===== config.mk =====
export PLATFORM = sky130hd
export DESIGN_NAME = cluster_pmu
export DESIGN_NICKNAME = d
export VERILOG_FILES = /design/src/rtl/pmu_pkg.sv /design/src/rtl/pmu_evt_counter.sv /design/src/rtl/pmu_cyc_counter.sv /design/src/rtl/cluster_pmu.sv
export SDC_FILE = /design/constraint.sdc
export NUM_CORES = 1
export LEC_CHECK = 0
export BUFFER_PORTS_ARGS = -buffer_cell sky130_fd_sc_hd__buf_2
export CAP_MARGIN = 20
export CORE_MARGIN = 3
export CORE_UTILIZATION = 30
export CTS_CLUSTER_DIAMETER = 60
export CTS_CLUSTER_SIZE = 30
export DETAILED_ROUTE_END_ITERATION = 8
export HOLD_SLACK_MARGIN = 0.06
export PLACE_DENSITY_LB_ADDON = 0.1
export SLEW_MARGIN = 30
export SYNTH_ARGS = -nofsm -noshare
export SYNTH_HDL_FRONTEND = slang
export SYNTH_HIERARCHICAL = 1
export SYNTH_SLANG_ARGS = --single-unit
export TNS_END_PERCENT = 30

===== constraint.sdc =====
create_clock -name clk -period 3.8 [get_ports clk]
set_clock_uncertainty 0.15 [all_clocks]
set_input_delay 0.57 -clock clk [delete_from_list [all_inputs] [get_ports clk]]
set_output_delay 0.57 -clock clk [all_outputs]
set_load 0.03 [all_outputs]

===== src/rtl/pmu_pkg.sv =====
package pmu_pkg;

  localparam int          CYC_IDX = 31;
  localparam int          EVT_W   = 6;
  localparam int          NUM_EVT = 1 << EVT_W;
  localparam logic [5:0]  CYC_EVT = 6'h11;

  typedef enum logic [3:0] {
    RA_CTRL   = 4'd0,
    RA_EN_SET = 4'd1,
    RA_EN_CLR = 4'd2,
    RA_IE_SET = 4'd3,
    RA_IE_CLR = 4'd4,
    RA_OVF    = 4'd5,
    RA_SEL    = 4'd6,
    RA_TYPE   = 4'd7,
    RA_COUNT  = 4'd8,
    RA_CYC_LO = 4'd9,
    RA_CYC_HI = 4'd10,
    RA_EVID0  = 4'd11,
    RA_EVID1  = 4'd12
  } reg_addr_e;

  // Bitmap of counters that exist: 0..n-1 plus the cycle counter.
  function automatic logic [31:0] valid_mask(input int n);
    logic [31:0] m;
    m = 32'h8000_0000;
    for (int k = 0; k < 31; k++) begin
      if (k < n) m[k] = 1'b1;
    end
    return m;
  endfunction

  function automatic logic sel_legal(input logic [4:0] idx, input int n);
    return (int'(idx) < n) || (idx == 5'd31);
  endfunction

  function automatic logic [31:0] ctrl_word(input logic en, input int n,
                                            input logic [7:0] id,
                                            input logic [7:0] impl);
    logic [4:0] nn;
    nn = 5'(n);
    return {impl, id, nn, 10'b0, en};
  endfunction

  // Read-to-clear with new wraps taking precedence.
  function automatic logic [31:0] ovf_next(input logic [31:0] cur,
                                           input logic rd,
                                           input logic [31:0] wraps);
    return (rd ? 32'h0 : cur) | wraps;
  endfunction

endpackage


===== src/rtl/pmu_evt_counter.sv =====
module pmu_evt_counter #(
  parameter int CW    = 32,
  parameter int EVT_W = 6,
  localparam int NEVT = 1 << EVT_W
) (
  input  logic             clk,
  input  logic             rst_n,
  input  logic             run,
  input  logic [NEVT-1:0]  evt_in,
  input  logic             type_we,
  input  logic [EVT_W-1:0] type_wdata,
  input  logic             val_we,
  input  logic [CW-1:0]    val_wdata,
  input  logic             clr,
  output logic [CW-1:0]    value,
  output logic [EVT_W-1:0] evtype,
  output logic             wrap
);

  logic hit;

  assign hit  = run && (evtype != EVT_W'(pmu_pkg::CYC_EVT)) && evt_in[evtype];
  assign wrap = hit && !val_we && !clr && (value == {CW{1'b1}});

  always_ff @(posedge clk or negedge rst_n) begin
    if (!rst_n) begin
      value  <= '0;
      evtype <= '0;
    end else begin
      if (type_we) evtype <= type_wdata;
      if (clr)         value <= '0;
      else if (val_we) value <= val_wdata;
      else if (hit)    value <= value + 1'b1;
    end
  end

endmodule


===== src/rtl/pmu_cyc_counter.sv =====
module pmu_cyc_counter #(
  parameter int CW = 64,
  localparam int HW = CW / 2
) (
  input  logic          clk,
  input  logic          rst_n,
  input  logic          run,
  input  logic          lo_we,
  input  logic          hi_we,
  input  logic          clr,
  input  logic [HW-1:0] wdata,
  output logic [CW-1:0] value,
  output logic          wrap
);

  logic any_wr;

  assign any_wr = lo_we || hi_we || clr;
  assign wrap   = run && !any_wr && (value == {CW{1'b1}});

  always_ff @(posedge clk or negedge rst_n) begin
    if (!rst_n) begin
      value <= '0;
    end else if (clr) begin
      value <= '0;
    end else if (lo_we || hi_we) begin
      if (lo_we) value[HW-1:0]  <= wdata;
      if (hi_we) value[CW-1:HW] <= wdata;
    end else if (run) begin
      value <= value + 1'b1;
    end
  end

endmodule


===== src/rtl/cluster_pmu.sv =====
module cluster_pmu #(
  parameter int          NUM_CNT   = 4,
  parameter logic [7:0]  ID_CODE   = 8'h5A,
  parameter logic [7:0]  IMPL_CODE = 8'h41,
  parameter logic [63:0] EVT_IMPL  = 64'h0000_0F00_2E02_0000
) (
  input  logic        clk,
  input  logic        rst_n,
  input  logic        bus_sel,
  input  logic        bus_wr,
  input  logic [3:0]  bus_addr,
  input  logic [31:0] bus_wdata,
  output logic [31:0] bus_rdata,
  input  logic [63:0] evt_in,
  output logic        irq
);
  import pmu_pkg::*;

  localparam logic [31:0] VMASK = valid_mask(NUM_CNT);

  logic        glob_en;
  logic [31:0] cnt_en_q, int_en_q, ovf_q;
  logic [4:0]  sel_q;

  logic        wr_any, rd_any, wr_ctrl;
  logic        ovf_rd;
  logic [31:0] ev_val  [32];
  logic [5:0]  ev_type [32];
  logic [31:0] ev_wrap;
  logic [31:0] wrap_vec;
  logic [63:0] cyc_val;
  logic        cyc_wrap, cyc_lo_we, cyc_hi_we, cyc_clr, cyc_wr;

  assign wr_any  = bus_sel && bus_wr;
  assign rd_any  = bus_sel && !bus_wr;
  assign wr_ctrl = wr_any && (bus_addr == RA_CTRL);
  assign ovf_rd  = rd_any && (bus_addr == RA_OVF);

  // Event counter slots; slots past N and slot 31 stay empty.
  for (genvar j = 0; j < 32; j++) begin : g_slot
    if (j < NUM_CNT && j != CYC_IDX) begin : g_cnt
      pmu_evt_counter #(.CW(32), .EVT_W(EVT_W)) u_cnt (
        .clk        (clk),
        .rst_n      (rst_n),
        .run        (glob_en && cnt_en_q[j]),
        .evt_in     (evt_in),
        .type_we    (wr_any && (bus_addr == RA_TYPE) && (sel_q == 5'(j))),
        .type_wdata (bus_wdata[EVT_W-1:0]),
        .val_we     (wr_any && (bus_addr == RA_COUNT) && (sel_q == 5'(j))),
        .val_wdata  (bus_wdata),
        .clr        (wr_ctrl && bus_wdata[1]),
        .value      (ev_val[j]),
        .evtype     (ev_type[j]),
        .wrap       (ev_wrap[j])
      );
    end else begin : g_none
      assign ev_val[j]  = '0;
      assign ev_type[j] = '0;
      assign ev_wrap[j] = 1'b0;
    end
  end

  assign cyc_lo_we = wr_any && ((bus_addr == RA_CYC_LO) ||
                                ((bus_addr == RA_COUNT) && (sel_q == 5'd31)));
  assign cyc_hi_we = wr_any && (bus_addr == RA_CYC_HI);
  assign cyc_clr   = wr_ctrl && bus_wdata[2];
  assign cyc_wr    = cyc_lo_we || cyc_hi_we || cyc_clr;

  pmu_cyc_counter #(.CW(64)) u_cyc (
    .clk   (clk),
    .rst_n (rst_n),
    .run   (glob_en && cnt_en_q[CYC_IDX]),
    .lo_we (cyc_lo_we),
    .hi_we (cyc_hi_we),
    .clr   (cyc_clr),
    .wdata (bus_wdata),
    .value (cyc_val),
    .wrap  (cyc_wrap)
  );

  assign wrap_vec = ev_wrap | {cyc_wrap, 31'b0};

  always_ff @(posedge clk or negedge rst_n) begin
    if (!rst_n) begin
      glob_en  <= 1'b0;
      cnt_en_q <= '0;
      int_en_q <= '0;
      ovf_q    <= '0;
      sel_q    <= '0;
    end else begin
      ovf_q <= ovf_next(ovf_q, ovf_rd, wrap_vec);
      if (wr_ctrl) glob_en <= bus_wdata[0];
      if (wr_any) begin
        case (bus_addr)
          RA_EN_SET: cnt_en_q <= cnt_en_q | (bus_wdata & VMASK);
          RA_EN_CLR: cnt_en_q <= cnt_en_q & ~bus_wdata;
          RA_IE_SET: int_en_q <= int_en_q | (bus_wdata & VMASK);
          RA_IE_CLR: int_en_q <= int_en_q & ~bus_wdata;
          RA_SEL: if (sel_legal(bus_wdata[4:0], NUM_CNT)) sel_q <= bus_wdata[4:0];
          default: ;
        endcase
      end
    end
  end

  always_comb begin
    bus_rdata = '0;
    if (rd_any) begin
      case (bus_addr)
        RA_CTRL:   bus_rdata = ctrl_word(glob_en, NUM_CNT, ID_CODE, IMPL_CODE);
        RA_EN_SET,
        RA_EN_CLR: bus_rdata = cnt_en_q;
        RA_IE_SET,
        RA_IE_CLR: bus_rdata = int_en_q;
        RA_OVF:    bus_rdata = ovf_q;
        RA_SEL:    bus_rdata = {27'b0, sel_q};
        RA_TYPE:   bus_rdata = (sel_q == 5'd31) ? 32'(CYC_EVT) : 32'(ev_type[sel_q]);
        RA_COUNT:  bus_rdata = (sel_q == 5'd31) ? cyc_val[31:0] : ev_val[sel_q];
        RA_CYC_LO: bus_rdata = cyc_val[31:0];
        RA_CYC_HI: bus_rdata = cyc_val[63:32];
        RA_EVID0:  bus_rdata = EVT_IMPL[31:0];
        RA_EVID1:  bus_rdata = EVT_IMPL[63:32];
        default:   bus_rdata = '0;
      endcase
    end
  end

  assign irq = |(ovf_q & int_en_q);

endmodule


# Word-level counts from Yosys, hierarchy flattened
# Cells that the tools add are included.
# word_totals
regBits	318
out_inout_bits	33
# op_classes
add_sub_neg	5
n_reduce_logical	74
n_eq_ne	28
order_cmp	6
n_bitwise	9
n_mux	38
# op_table
op	n
32-bit two-way mux	19
32-bit one-hot mux with 11 select lines	1
64-bit two-way mux	3
32-bit binary-select mux with 5-bit select	1
32-bit by 1-bit adder with 32-bit output (second input constant)	4
32-bit equality test (second input constant)	4
32-bit one-hot mux with 2 select lines	2
32-bit AND	3
32-bit OR	3
64-bit by 1-bit adder with 64-bit output (second input constant)	1
64-bit equality test (second input constant)	1
1-bit logical AND	46
32-bit NOT	1
4-bit by 32-bit OR with 32-bit output	1
32-bit OR reduction	1
6-bit binary-select mux with 5-bit select	1
6-bit by 7-bit less-than comparator with 1-bit output (second input constant)	4
1-bit binary-select mux with 6-bit select	4
6-bit by 5-bit inequality test with 1-bit output (second input constant)	4
4-bit equality test (second input constant)	5
6-bit two-way mux	3
4-bit by 3-bit equality test with 1-bit output (second input constant)	4
3-bit nonzero test	5
5-bit by 2-bit equality test with 1-bit output (second input constant)	2
other kinds (17)	37

# Logic depth before layout (Yosys ltp)
# logic_depth
ltp_word	11
depth_mapped	14
depth_no_buf	10

# By module
# The synthesis kept the hierarchy.
# modules_own_cells
mod	area_per_inst_um2	n_inst	seq_area_each_um2	cells_per_inst
pmu_evt_counter at g_slot[0].g_cnt.u_cnt ...	2937.8	3	950.9	323
cluster_pmu	5560.3	1	1876.8	540
pmu_cyc_counter	4377.9	1	1601.5	540
pmu_evt_counter at g_slot[3].g_cnt.u_cnt	3124.2	1	950.9	349

# Least setup slack after synthesis
# Ideal clock, no wire load.
# synth_path
kind	in2reg
startpoint	input bus_addr[0]
endpoint	register u_cyc.value[57]
cell_stages	12
slack_ps	574
setup_time_ps	90
t_arrival_ps	2985
cell_sequence	buf_2 nor2b_1 buf_2 a22o_1 buf_2 and2_1 or2_2 clkbuf_1 nor2_1 nand2_1 or4_1 o221ai_1
# synth_via
elab_chain_len	7
# synth_rtl
element	line_no	rtl
from (decl)	cluster_pmu.sv:11	input logic [3:0] bus_addr,
4-bit equality test	cluster_pmu.sv:64	((bus_addr == RA_COUNT) && (sel_q == 5'd31)));
1-bit logical AND	cluster_pmu.sv:64	
1-bit logical OR (*)	cluster_pmu.sv:63	assign cyc_lo_we = wr_any && ((bus_addr == RA_CYC_LO) ||
1-bit logical AND (*)	cluster_pmu.sv:63	
net cyc_lo_we	cluster_pmu.sv:32	logic cyc_wrap, cyc_lo_we, cyc_hi_we, cyc_clr, cyc_wr;
1-bit logical OR (*)	pmu_cyc_counter.sv:26	end else if (lo_we || hi_we) begin
3-bit by 1-bit inequality test with 1-bit output (no line) (tied with other cells)	-	
2-bit AND reduction (no line) / 64-bit two-way mux (equally long branches)	-	
to (signal, indexed assignment)	pmu_cyc_counter.sv:27	if (lo_we) value[HW-1:0] <= wdata;
to (signal, indexed assignment)	pmu_cyc_counter.sv:28	if (hi_we) value[CW-1:HW] <= wdata;
to (signal assigned)	pmu_cyc_counter.sv:30	value <= value + 1'b1;
to (decl)	pmu_cyc_counter.sv:12	output logic [CW-1:0] value,
# Mark *: on every way through the listed nets, which the timed path passes. The rest lies on a longest branch.
# A chain may end at the register's enable or synchronous reset.

# Worst setup path in the final report
# layout_path
startpoint	register sel_q[1]
endpoint	output bus_rdata[31]
# layout_via
elab_chain_len	7
# layout_rtl
element	line_no	rtl
from (decl)	cluster_pmu.sv:23	logic [4:0] sel_q;
from (signal assigned)	cluster_pmu.sv:99	RA_SEL: if (sel_legal(bus_wdata[4:0], NUM_CNT)) sel_q <= bus_wdata[4:0];
5-bit NOT with 6-bit output (implied by the code)	cluster_pmu.sv:118	RA_COUNT: bus_rdata = (sel_q == 5'd31) ? cyc_val[31:0] : ev_val[sel_q];
32-bit binary-select mux with 5-bit select	cluster_pmu.sv:118	
32-bit two-way mux (implied by the code) (2 in series)	cluster_pmu.sv:118	
32-bit two-way mux (*)	cluster_pmu.sv:118	
32-bit one-hot mux with 11 select lines (*)	cluster_pmu.sv:109	case (bus_addr)
32-bit two-way mux (*)	cluster_pmu.sv:108	if (rd_any) begin
to (decl)	cluster_pmu.sv:13	output logic [31:0] bus_rdata,
# Mark *: on every way between the ends. The rest lies on a longest branch, timed or not. The select of a mux whose other input is x is not followed.

==> summary.txt <==
Drt
  – Remaining DRCs: 0
  – DRT iter0 DRCs: 2,332
  – Met2 wire len: 47.3 mm
  – Vias/cell: 6.22
  – WL final: 102 mm
  – Metal1 wirelength: 44.8 mm
  – Detail Route Antenna Nets: 0
  – Vias: 21,695
  – WL met3: 6.15 mm
  – DR WL/cell: 29.1 um
  – Pre-antenna DRT Iters: 6
  – Top sig layer: met4

Clocking
  – CTS buffer count: 40
  – Post-cts resize count: 0
  – Root Driver: clkbuf_16
  – Clock-pin slew of the registers on the worst-case setup and hold paths: 60 ps
  – CTS tree: done
  – Clock sink total: 291
  – H-Tree Depth: 2
  – Worst skew pair latency: 590 ps
  – CTS max path bufs: 3

Setup path
  – WP data required: 3080 ps
  – Worst EP arrival: 2910 ps
  – CP peak stage delay: 530 ps
  – Kind of critical path: reg2out
  – CP Launch Type: flip-flop
  – Crit path max-delay cell type: buf_4
  – Cells along the critical path: buf_4 > mux4_2 > a22oi_1 > a31oi_1 > buf_2
  – R2r setup slk: 330 ps
  – Worst-path maximum fanout: 45
  – Crit. End Element: output pin

Timing
  – Final hold vios: 0
  – Slew Limit Headroom: 0.407
  – Setup violators final: 0
  – Period Utilization, post-route: 0.956
  – Setup_tns: 0 ps
  – WHS: 234 ps
  – Worst slew pin tran: 886 ps
  – Final min period: 3630 ps
  – Peak Freq: 275 MHz
  – RSZ-0062 raised after global routing: false
  – Pins Over Slew Limit: 0

Yosys
  – Synth area leaders: dfrtp_1 (33%), mux4_2 (7.6%), nand2_1 (3.4%)
  – Synth top cells by count: dfrtp_1 (291), nand2_1 (196), nor2_1 (190)
  – Yosys top cell by area: dfrtp_1
  – Syn Inst Count: 2,398
  – Sequential fraction of the synthesis area: 0.333
  – Yosys warns: 6
  – Most frequent cell after synthesis: dfrtp_1
  – Synth unique cells: 96
  – Synth Flop Type: dfrtp_1
  – Post-synth EDFFs: 0
  – Syn avg cell area: 9.12 um2
  – Syn nets: 2,507
  – Share of the synthesized area in the top cell type: 0.333
  – Synthesized cell area: 0.0219 mm2
  – Synthesized flop and latch total: 291
  – Fraction of registers with async set/reset: 1.00

Floorplan
  – # rows: 98
  – Die span in y: 276 um
  – Initial core utilization: 0.304
  – Area of the die: 0.0762 mm2
  – I/O pin total: 137
  – Chip width: 276 um
  – Core Region: 0.0719 mm2

Placement
  – PortBufs: 136
  – Hpwl dp: 75.8 mm
  – GPL Wtd Cong: 0.977

Global route
  – Largest net degree at the start of global routing: 73
  – First-pass GRT wire length: 149 mm
  – Gr ovfl total: 0
  – Antenna violations before repair: 2
  – Total track usage: 0.257
  – Vias in the first global route: 21,096

Pwr
  – LEAKAGE: 9.58 nW
  – VDD IR max: 0.297 mV
  – PwrDens: 436 mW/mm2

Min path
  – Hold Crit Class: in2reg

Job
  – Max-Cap Viols: 0

Layout
  – Filler cells: 7,411
  – Area delta synth->final: 15.9%
  – Antenna cells: 0
  – Nets: 2,616
  – Layout cells sized above 1: 0.193

Outcome
  – Outcome: finished clean
-- stage by stage --
stage / instance area, um2 / util / power, mW / setup WS, ps / instances
after floorplan: 21900 / - / 5.53 / 574 / 2398
after global placement: 23800 / 0.332 / 6.69 / 394 / 3414
final: 25300 / 0.353 / 11.1 / 168 / 3487
after detailed placement: 23800 / 0.332 / 6.72 / 393 / 3414
after CTS: 25300 / 0.353 / 11.1 / 218 / 3487
after global routing: 25300 / 0.353 / 11.5 / 106 / 3487
-- per-layer routing --
layer  GRT usage  up-vias
met2       0.417      944
met5           0        -
met3      0.0333      174
met1       0.356    11114
li1            -     9463
met4      0.0806        0
-- sequential cells by signal, indices dropped and copies added, names as in the netlist, named ones only --
signal,flops
g_slot.g_cnt.u_cnt/value,128
int_en_q,27
glob_en,1
u_cyc/value,64
g_slot.g_cnt.u_cnt/evtype,24
cnt_en_q,27
sel_q,5
ovf_q,5
-- worst max-delay path: cells and delay by family, from the launching register on --
family	cells	cell delay [ps]
compound gates	2	710
buf+inv	2	740
flops	1	350
mux	1	460
-- kinds of logic after synthesis --
logic type | share of synthesized area
multiplexers | 0.125
AO/OA/AOI/OAI | 0.213
AND/OR/NAND/NOR | 0.245
flip-flops | 0.333
adder cells (fa/ha/maj) | 0.00286
buffers and inverters | 0.0574
XOR/XNOR | 0.0240
-- cell usage in the layout, fill, tap and decap left out, types with 58 or more instances in the layout --
master and n:
nor3_1 62, buf_2 135, o21ai_0 72, a21oi_1 98, mux4_2 74, inv_1 70, dfrtp_1 289, nand3_1 132
nand4_1 58, nand2_1 196, a21boi_0 58, nor2_1 187, buf_4 112
-- worst paths after layout --
check | startpoint | cells after the start | endpoint
min in group asynchronous | rst_n | 2 | u_cyc/value[11]
setup / recovery | sel_q[1] | 5 | bus_rdata[31]
hold / removal | bus_wdata[21] | 3 | u_cyc/value[21]
hold reg to reg | g_slot[1].g_cnt.u_cnt/evtype[1] | 1 | g_slot[1].g_cnt.u_cnt/evtype[1]
max in group asynchronous | rst_n | 3 | g_slot[1].g_cnt.u_cnt/evtype[0]
setup reg to reg | g_slot[0].g_cnt.u_cnt/evtype[1] | 8 | g_slot[0].g_cnt.u_cnt/value[25]
-- final cells by class --
cell class	instances	area, um2	area share
tap	950	1190	0.0469
multi-input combinational	1843	13400	0.527
clock buffer	48	1120	0.0443
inverter	72	270	0.0107
timing repair buffer	259	1740	0.0687
clock inverter	24	368	0.0145
sequential	291	7280	0.287
-- power breakdown --
part	internal, mW	total, mW	switching [mW]
Sequential	3.53	4.37	0.840
Combinational	1.03	2.36	1.33
Clock	2.67	4.33	1.65
-- repair_timing --
action                    4_1_cts  5_1_grt
hold endpoints to repair       65        0
buffers inserted                0        0
hold buffers                    1        0
(Power assumes the default switching activity.)
